--- config.mk ---
export PLATFORM = sky130hd
export DESIGN_NAME = baud_tick_gen
export DESIGN_NICKNAME = d
export VERILOG_FILES = /design/src/rtl/baud_pkg.sv /design/src/rtl/baud_acc_path.sv /design/src/rtl/baud_phase_ctl.sv /design/src/rtl/baud_tick_gen.sv
export SDC_FILE = /design/constraint.sdc
export NUM_CORES = 1
export LEC_CHECK = 0
export ABC_CLOCK_PERIOD_IN_PS = 3000
export BUFFER_PORTS_ARGS = -buffer_cell sky130_fd_sc_hd__buf_2
export CELL_PAD_IN_SITES_DETAIL_PLACEMENT = 0
export CELL_PAD_IN_SITES_GLOBAL_PLACEMENT = 1
export CORE_MARGIN = 2
export CORE_UTILIZATION = 47
export CTS_CLUSTER_SIZE = 40
export DETAILED_ROUTE_END_ITERATION = 12
export PLACE_DENSITY_LB_ADDON = 0.1
export SYNTH_ARGS = -nofsm -noshare
export SYNTH_HDL_FRONTEND = slang
export SYNTH_HIERARCHICAL = 1
export SYNTH_SLANG_ARGS = --single-unit
--- constraint.sdc ---
create_clock -name clk -period 3 [get_ports clk]
set_input_delay 0.15 -clock clk [delete_from_list [all_inputs] [get_ports clk]]
set_output_delay 0.15 -clock clk [all_outputs]
set_load 0.005 [all_outputs]
--- src/rtl/baud_pkg.sv ---
package baud_pkg;
  localparam int LANE_W    = 8;
  localparam int NUM_LANES = 3;
  localparam int ACC_W     = LANE_W * NUM_LANES;

  typedef struct packed {
    logic [NUM_LANES-1:0] loadLane;  // index 2 = upper, 0 = lower
    logic                 clrPhase;
  } ctlStrobes_t;
endpackage

--- src/rtl/baud_acc_path.sv ---
module baud_acc_path
  import baud_pkg::*;
(
  input  logic              clk,
  input  logic              rstN,
  input  ctlStrobes_t       ctl,
  input  logic [LANE_W-1:0] wrData,
  output logic              tick
);
  logic [ACC_W-1:0] incReg;
  logic [ACC_W-1:0] acc;
  logic [ACC_W:0]   sum;

  genvar lane;
  generate
    for (lane = 0; lane < NUM_LANES; lane++) begin : g_lane
      always_ff @(posedge clk) begin
        if (!rstN)
          incReg[lane*LANE_W +: LANE_W] <= '0;
        else if (ctl.loadLane[lane])
          incReg[lane*LANE_W +: LANE_W] <= wrData;
      end

      // a written lane holds the written byte on the following cycle
      a_r3_lane_load: assert property (@(posedge clk) disable iff (!rstN)
        ctl.loadLane[lane] |=> incReg[lane*LANE_W +: LANE_W] == $past(wrData));
    end
  endgenerate

  always_comb sum = {1'b0, acc} + {1'b0, incReg};

  always_ff @(posedge clk) begin
    if (!rstN) begin
      acc  <= '0;
      tick <= 1'b0;
    end else begin
      acc  <= sum[ACC_W-1:0];
      tick <= sum[ACC_W];
    end
  end

  // zero increment can never carry
  a_r7_zero_inc_no_tick: assert property (@(posedge clk) disable iff (!rstN)
    (incReg == '0) |=> !tick);

  // zero increment keeps the accumulator still
  a_r7_zero_inc_hold: assert property (@(posedge clk) disable iff (!rstN)
    (incReg == '0) |=> $stable(acc));

  // no strobe, no change of the increment
  a_r3_hold_inc: assert property (@(posedge clk) disable iff (!rstN)
    (ctl.loadLane == '0) |=> $stable(incReg));
endmodule

--- src/rtl/baud_phase_ctl.sv ---
module baud_phase_ctl
  import baud_pkg::*;
#(
  parameter int OVS_RATIO = 8
) (
  input  logic        clk,
  input  logic        rstN,
  input  logic        wrUpper,
  input  logic        wrMiddle,
  input  logic        wrLower,
  input  logic        phaseAlign,
  input  logic        tick,
  output ctlStrobes_t ctl,
  output logic        bitStrobe
);
  localparam int SUB_W = (OVS_RATIO > 1) ? $clog2(OVS_RATIO) : 1;
  localparam logic [SUB_W-1:0] LAST_PHASE = SUB_W'(OVS_RATIO - 1);

  logic [SUB_W-1:0] phaseCnt;

  always_comb begin
    ctl.loadLane = {wrUpper, wrMiddle, wrLower};
    ctl.clrPhase = phaseAlign;
  end

  always_ff @(posedge clk) begin
    if (!rstN) begin
      phaseCnt  <= '0;
      bitStrobe <= 1'b0;
    end else if (ctl.clrPhase) begin
      phaseCnt  <= '0;
      bitStrobe <= 1'b0;
    end else if (tick) begin
      phaseCnt  <= (phaseCnt == LAST_PHASE) ? '0 : phaseCnt + 1'b1;
      bitStrobe <= (phaseCnt == LAST_PHASE);
    end else begin
      bitStrobe <= 1'b0;
    end
  end

  // align clears the phase and suppresses the strobe
  a_r6_align_clears: assert property (@(posedge clk) disable iff (!rstN)
    phaseAlign |=> (phaseCnt == '0) && !bitStrobe);

  // a strobe follows a counted tick
  a_r5_strobe_after_tick: assert property (@(posedge clk) disable iff (!rstN)
    bitStrobe |-> $past(tick) && !$past(phaseAlign));

  // a strobe coincides with the phase wrapping to zero
  a_r5_strobe_at_wrap: assert property (@(posedge clk) disable iff (!rstN)
    bitStrobe |-> (phaseCnt == '0));

  // with no tick and no align the phase stays put
  a_r5_phase_idle: assert property (@(posedge clk) disable iff (!rstN)
    (!tick && !phaseAlign) |=> $stable(phaseCnt) && !bitStrobe);
endmodule

--- src/rtl/baud_tick_gen.sv ---
module baud_tick_gen
  import baud_pkg::*;
#(
  parameter int OVS_RATIO = 8
) (
  input  logic              clk,
  input  logic              rstN,
  input  logic              wrUpper,
  input  logic              wrMiddle,
  input  logic              wrLower,
  input  logic [LANE_W-1:0] wrData,
  input  logic              phaseAlign,
  output logic              ovsTick,
  output logic              bitStrobe
);
  ctlStrobes_t ctl;

  baud_phase_ctl #(.OVS_RATIO(OVS_RATIO)) ctl_i (
    .clk(clk), .rstN(rstN),
    .wrUpper(wrUpper), .wrMiddle(wrMiddle), .wrLower(wrLower),
    .phaseAlign(phaseAlign), .tick(ovsTick),
    .ctl(ctl), .bitStrobe(bitStrobe)
  );

  baud_acc_path path_i (
    .clk(clk), .rstN(rstN), .ctl(ctl), .wrData(wrData), .tick(ovsTick)
  );

  // outputs are quiet on the first cycle out of reset
  a_r1_quiet_after_reset: assert property (@(posedge clk)
    !rstN |=> !ovsTick && !bitStrobe);
endmodule

* Yosys cells after proc, flatten, opt, wreduce, memory -nomap -nowiden
Index checks and enable logic that the tools add are counted.
** Storage, ports and cells
- Bits in registers :: 53
- Output and inout bits :: 2
- Memories :: 0
- Bits in latches :: 0
- ROM bits :: 0
- Bits in writable memories :: 0
- Word-level logic and storage cells :: 15
** Cells by class
- Multiply operators :: 0
- Reduce and logical (&&, ||, !) cells :: 2
- Mux-type cells :: 1
- Magnitude comparators :: 0
- Equality and inequality tests :: 1
- Bitwise operators :: 2
- Add/sub/neg operators :: 2
- Shift-type cells :: 0
- Divide/modulo/power cells :: 0
** Operators with widths (count)
- 24-bit by 24-bit adder with 25-bit output :: 1
- 3-bit by 1-bit adder with 3-bit output, second input constant :: 1
- 3-bit == test, second input constant :: 1
- 3-bit 2-to-1 mux :: 1
- 3-bit OR reduction :: 1
- 1-bit NOT :: 2
- 2-bit OR reduction :: 1

* Logic depth before layout (Yosys ltp)
- Word-level depth :: 2
- Depth in mapped cells :: 8
- Mapped depth without buffers :: 8

* Modules after synthesis
The synthesis kept the hierarchy.
** Modules (own cells, without submodules)
- baud_acc_path :: area each 2801.4 um^2, cells an instance 311, sequential area each 980.9 um^2, times used 1
- baud_phase_ctl :: area each 205.2 um^2, cells an instance 21, sequential area each 80.1 um^2, times used 1

* Worst setup path before layout
No wires, ideal clock.
- Path kind :: flip-flop to flip-flop
- From :: reg path_i.incReg[0]
- To :: reg path_i.acc[16]
- Path buffers :: 0
- Data arrival time :: 1.979 ns
- Period minus slack after synthesis :: 2.107 ns
- Required time :: 2.872 ns
- Slack :: 0.893 ns
- Stages on the path, launching flop included :: 9
- Cells stage by stage :: dfxtp_1 -> ha_1 -> fa_1 -> a21o_2 -> a221oi_2 -> o21ai_0 -> a31oi_1 -> xor2_1 -> nor2_1
** Between the ends
- Word-level cells in the longest chain between the ends :: 1
** Ends and longest elaborated chain
- from (decl) :: line baud_acc_path.sv:10 : logic [ACC_W-1:0] incReg;
- from (signal, indexed assignment) :: line baud_acc_path.sv:21 : incReg[lane*LANE_W +: LANE_W] <= wrData;
- 24-bit by 24-bit adder with 25-bit output :: line baud_acc_path.sv:30 : always_comb sum = {1'b0, acc} + {1'b0, incReg};
- to (signal assigned) :: line baud_acc_path.sv:37 : acc <= sum[ACC_W-1:0];
- to (decl) :: line baud_acc_path.sv:11 : logic [ACC_W-1:0] acc;
No other way between the ends.
A chain may end at the register's enable or synchronous reset.

* Final worst setup path
- From :: reg path_i.incReg[0]
- To :: reg path_i.acc[20]
Same word-level chain as after synthesis.

==> metrics.cfg <==
[critical_path]
end_kind = register
arrival_ns = 2.53
path_max_fanout = 3
cp.required_ns = 3.19
ff2ff_path_depth = 8
cp-start-kind = register
timing_worst_setup_path_type = reg2reg

[outcome]
status = finished, final reports clean

[timing]
rsz0062_at_grt = false
tightest_slew_ns = 0.4631
fin_skew_ns = 0.008729
hold_viol_final = 0
relSlewSlack_pct = 69.13
setup_tns_ns = 0
period_needed_ns = 2.344
post-route-period-util_pct = 78.12
slew_violations = 0
finalSetupViolations = 0
max_freq_mhz = 426.7

[global_route]
grtUsageTotal_pct = 19.92
grt_busiest_layer = met2
grt_max_degree = 42
antenna_found_initial = 0
grt_pass1_wl_um = 11110
grt_pass1_vias = 2177
met1_usage_pct = 29.30
gr-total-overflow = 0
use_met2_pct = 30.76
use_met3_pct = 2.671

[die]
die_area_um2 = 7036
core-area_um2 = 6277
rows = 29
die_x_um = 83.88
io_pins = 16
initial_utilization_pct = 47.78
die_h_um = 83.88

[synthesis]
syn_nets = 372
synth_cells = 331
yosysWarnings = 6
avgSynthCellArea_um2 = 9.061
synth_area_um2 = 2999

[pwr]
p_total_mw = 1.554
ir_drop_v = 0.0002807
intPower_mw = 1.068
power_density_nw_per_um2 = 490.7
p_switching_mw = 0.4858
combPwrFrac_pct = 22.1
sequentialPowerShare_pct = 51.0
p_sw_share_pct = 31.26
p_leak_nw = 1.455
clockPowerShare_pct = 26.9

[layout]
drive_gt1_share_pct = 11.83
fin_nets = 378
area.growth.synth_to_final_pct = 5.590
diodes = 0
utilization_pct = 50.45

[route]
wire_per_inst_um = 15.95
drtIter0Drc = 127
via_count = 2322
totalWireLength_um = 6618
drc = 0
viasPerCell = 5.595
drtPass1Iterations = 4
antenna_left = 0

[placed_design]
place_congestion = 0.8738
dp_hpwl_um = 5093
port_buffers = 15

[clocking]
htree_levels = 2
cts_buffer_depth = 2
cts-root-buf = clkbuf_8
cts_setup_buffers = 0
cts_resized = 0
cts_hold_buffers = 0
cts_made_buffers = 5
insertion_delay_ns = 0.31
clock_sinks = 53
cts_tree = yes
clk_pin_slew_worst_paths_ns = 0.10

[hold_path]
hp-class = in2reg
hold-path-cell-count = 3

[flow_run]
drv_cap = 0

layout by cell type (no fill, tap or decap), types with 2 or more instances in the layout:
| cell type | instances |
|---|---|
| a211oi_1 | 2 |
| a21o_1 | 11 |
| a21o_2 | 2 |
| a21oi_1 | 24 |
| a21oi_2 | 2 |
| a221oi_2 | 2 |
| a31oi_1 | 4 |
| and2_1 | 5 |
| and3_1 | 3 |
| buf_2 | 15 |
| clkbuf_8 | 5 |
| dfxtp_1 | 53 |
| ha_1 | 26 |
| inv_1 | 3 |
| mux2i_1 | 27 |
| nand2_1 | 18 |
| nand2b_1 | 6 |
| nand3_1 | 6 |
| nand4_1 | 3 |
| nor2_1 | 49 |
| nor3_1 | 4 |
| nor3b_1 | 2 |
| o211ai_1 | 2 |
| o21ai_0 | 12 |
| o21ai_1 | 2 |
| or3_1 | 2 |
| xnor2_1 | 7 |
| xor2_1 | 9 |
per-stage QoR:
stage          instance area (µm²)  cells  setup WS, ns  hold WS, ns
6_report                      3167    415        0.6565       0.1241
5_1_grt                       3167    415        0.4999       0.1331
4_1_cts                       3167    415        0.6582       0.1255
3_5_place_dp                  3077    407        0.6644       0.4456
3_3_place_gp                  3077    407        0.7395       0.4397
2_1_floorplan                 2999    331        0.8934       0.2975
power by group through the flow:
stage	Sequential (mW)	Combinational (mW)	Clock (mW)
3_3_place_gp	0.807	0.342	0
4_1_cts	0.793	0.344	0.431
5_1_grt	0.799	0.386	0.454
3_5_place_dp	0.808	0.342	0
2_1_floorplan	0.797	0.284	0
6_report	0.792	0.343	0.419
registers in the layout, summed over array words and instances, names as in the netlist:
| name | cells |
|---|---|
| path_i/incReg | 24 |
| path_i/tick | 1 |
| path_i/acc | 24 |
| ctl_i/phaseCnt | 3 |
| ctl_i/bitStrobe | 1 |
layout make-up:
class                   instances  area [µm²]
well taps                      77       96.34
multi-input cells             257        1822
clock buffers                   5       68.82
clock inverters                 3       21.27
inverters                       4       15.01
flip-flops and latches         53        1061
fillers                       625        3110
repair buffers                 16       82.58
worst paths after layout:
kind | start | to | slack (ns)
worst max-delay path | path_i/incReg[0]$_SDFFE_PN0P_ | path_i/acc[20]$_SDFF_PN0_ | 0.66
worst min-delay path | wrData[0] | path_i/incReg[16]$_SDFFE_PN0P_ | 0.12
worst max register to register | path_i/incReg[0]$_SDFFE_PN0P_ | path_i/acc[20]$_SDFF_PN0_ | 0.66
worst min register to register | ctl_i/phaseCnt[1]$_SDFFE_PP0P_ | ctl_i/phaseCnt[1]$_SDFFE_PP0P_ | 0.48
metal layers:
metal	vias to the layer above	wire length (µm)
met2	47	2883
met3	6	254
li1	1192	-
met4	0	74
met1	1077	3405
met5	-	0
critical path: stages (launching register included):
cell      delay [ns]
dfxtp_1         0.33
ha_1            0.23
fa_1            0.41
a21o_2          0.25
a221oi_2        0.31
o22ai_1         0.19
a21oi_1         0.27
xor2_1          0.18
nor2_1          0.05
Note: power is estimated with default switching activity, not from simulation.
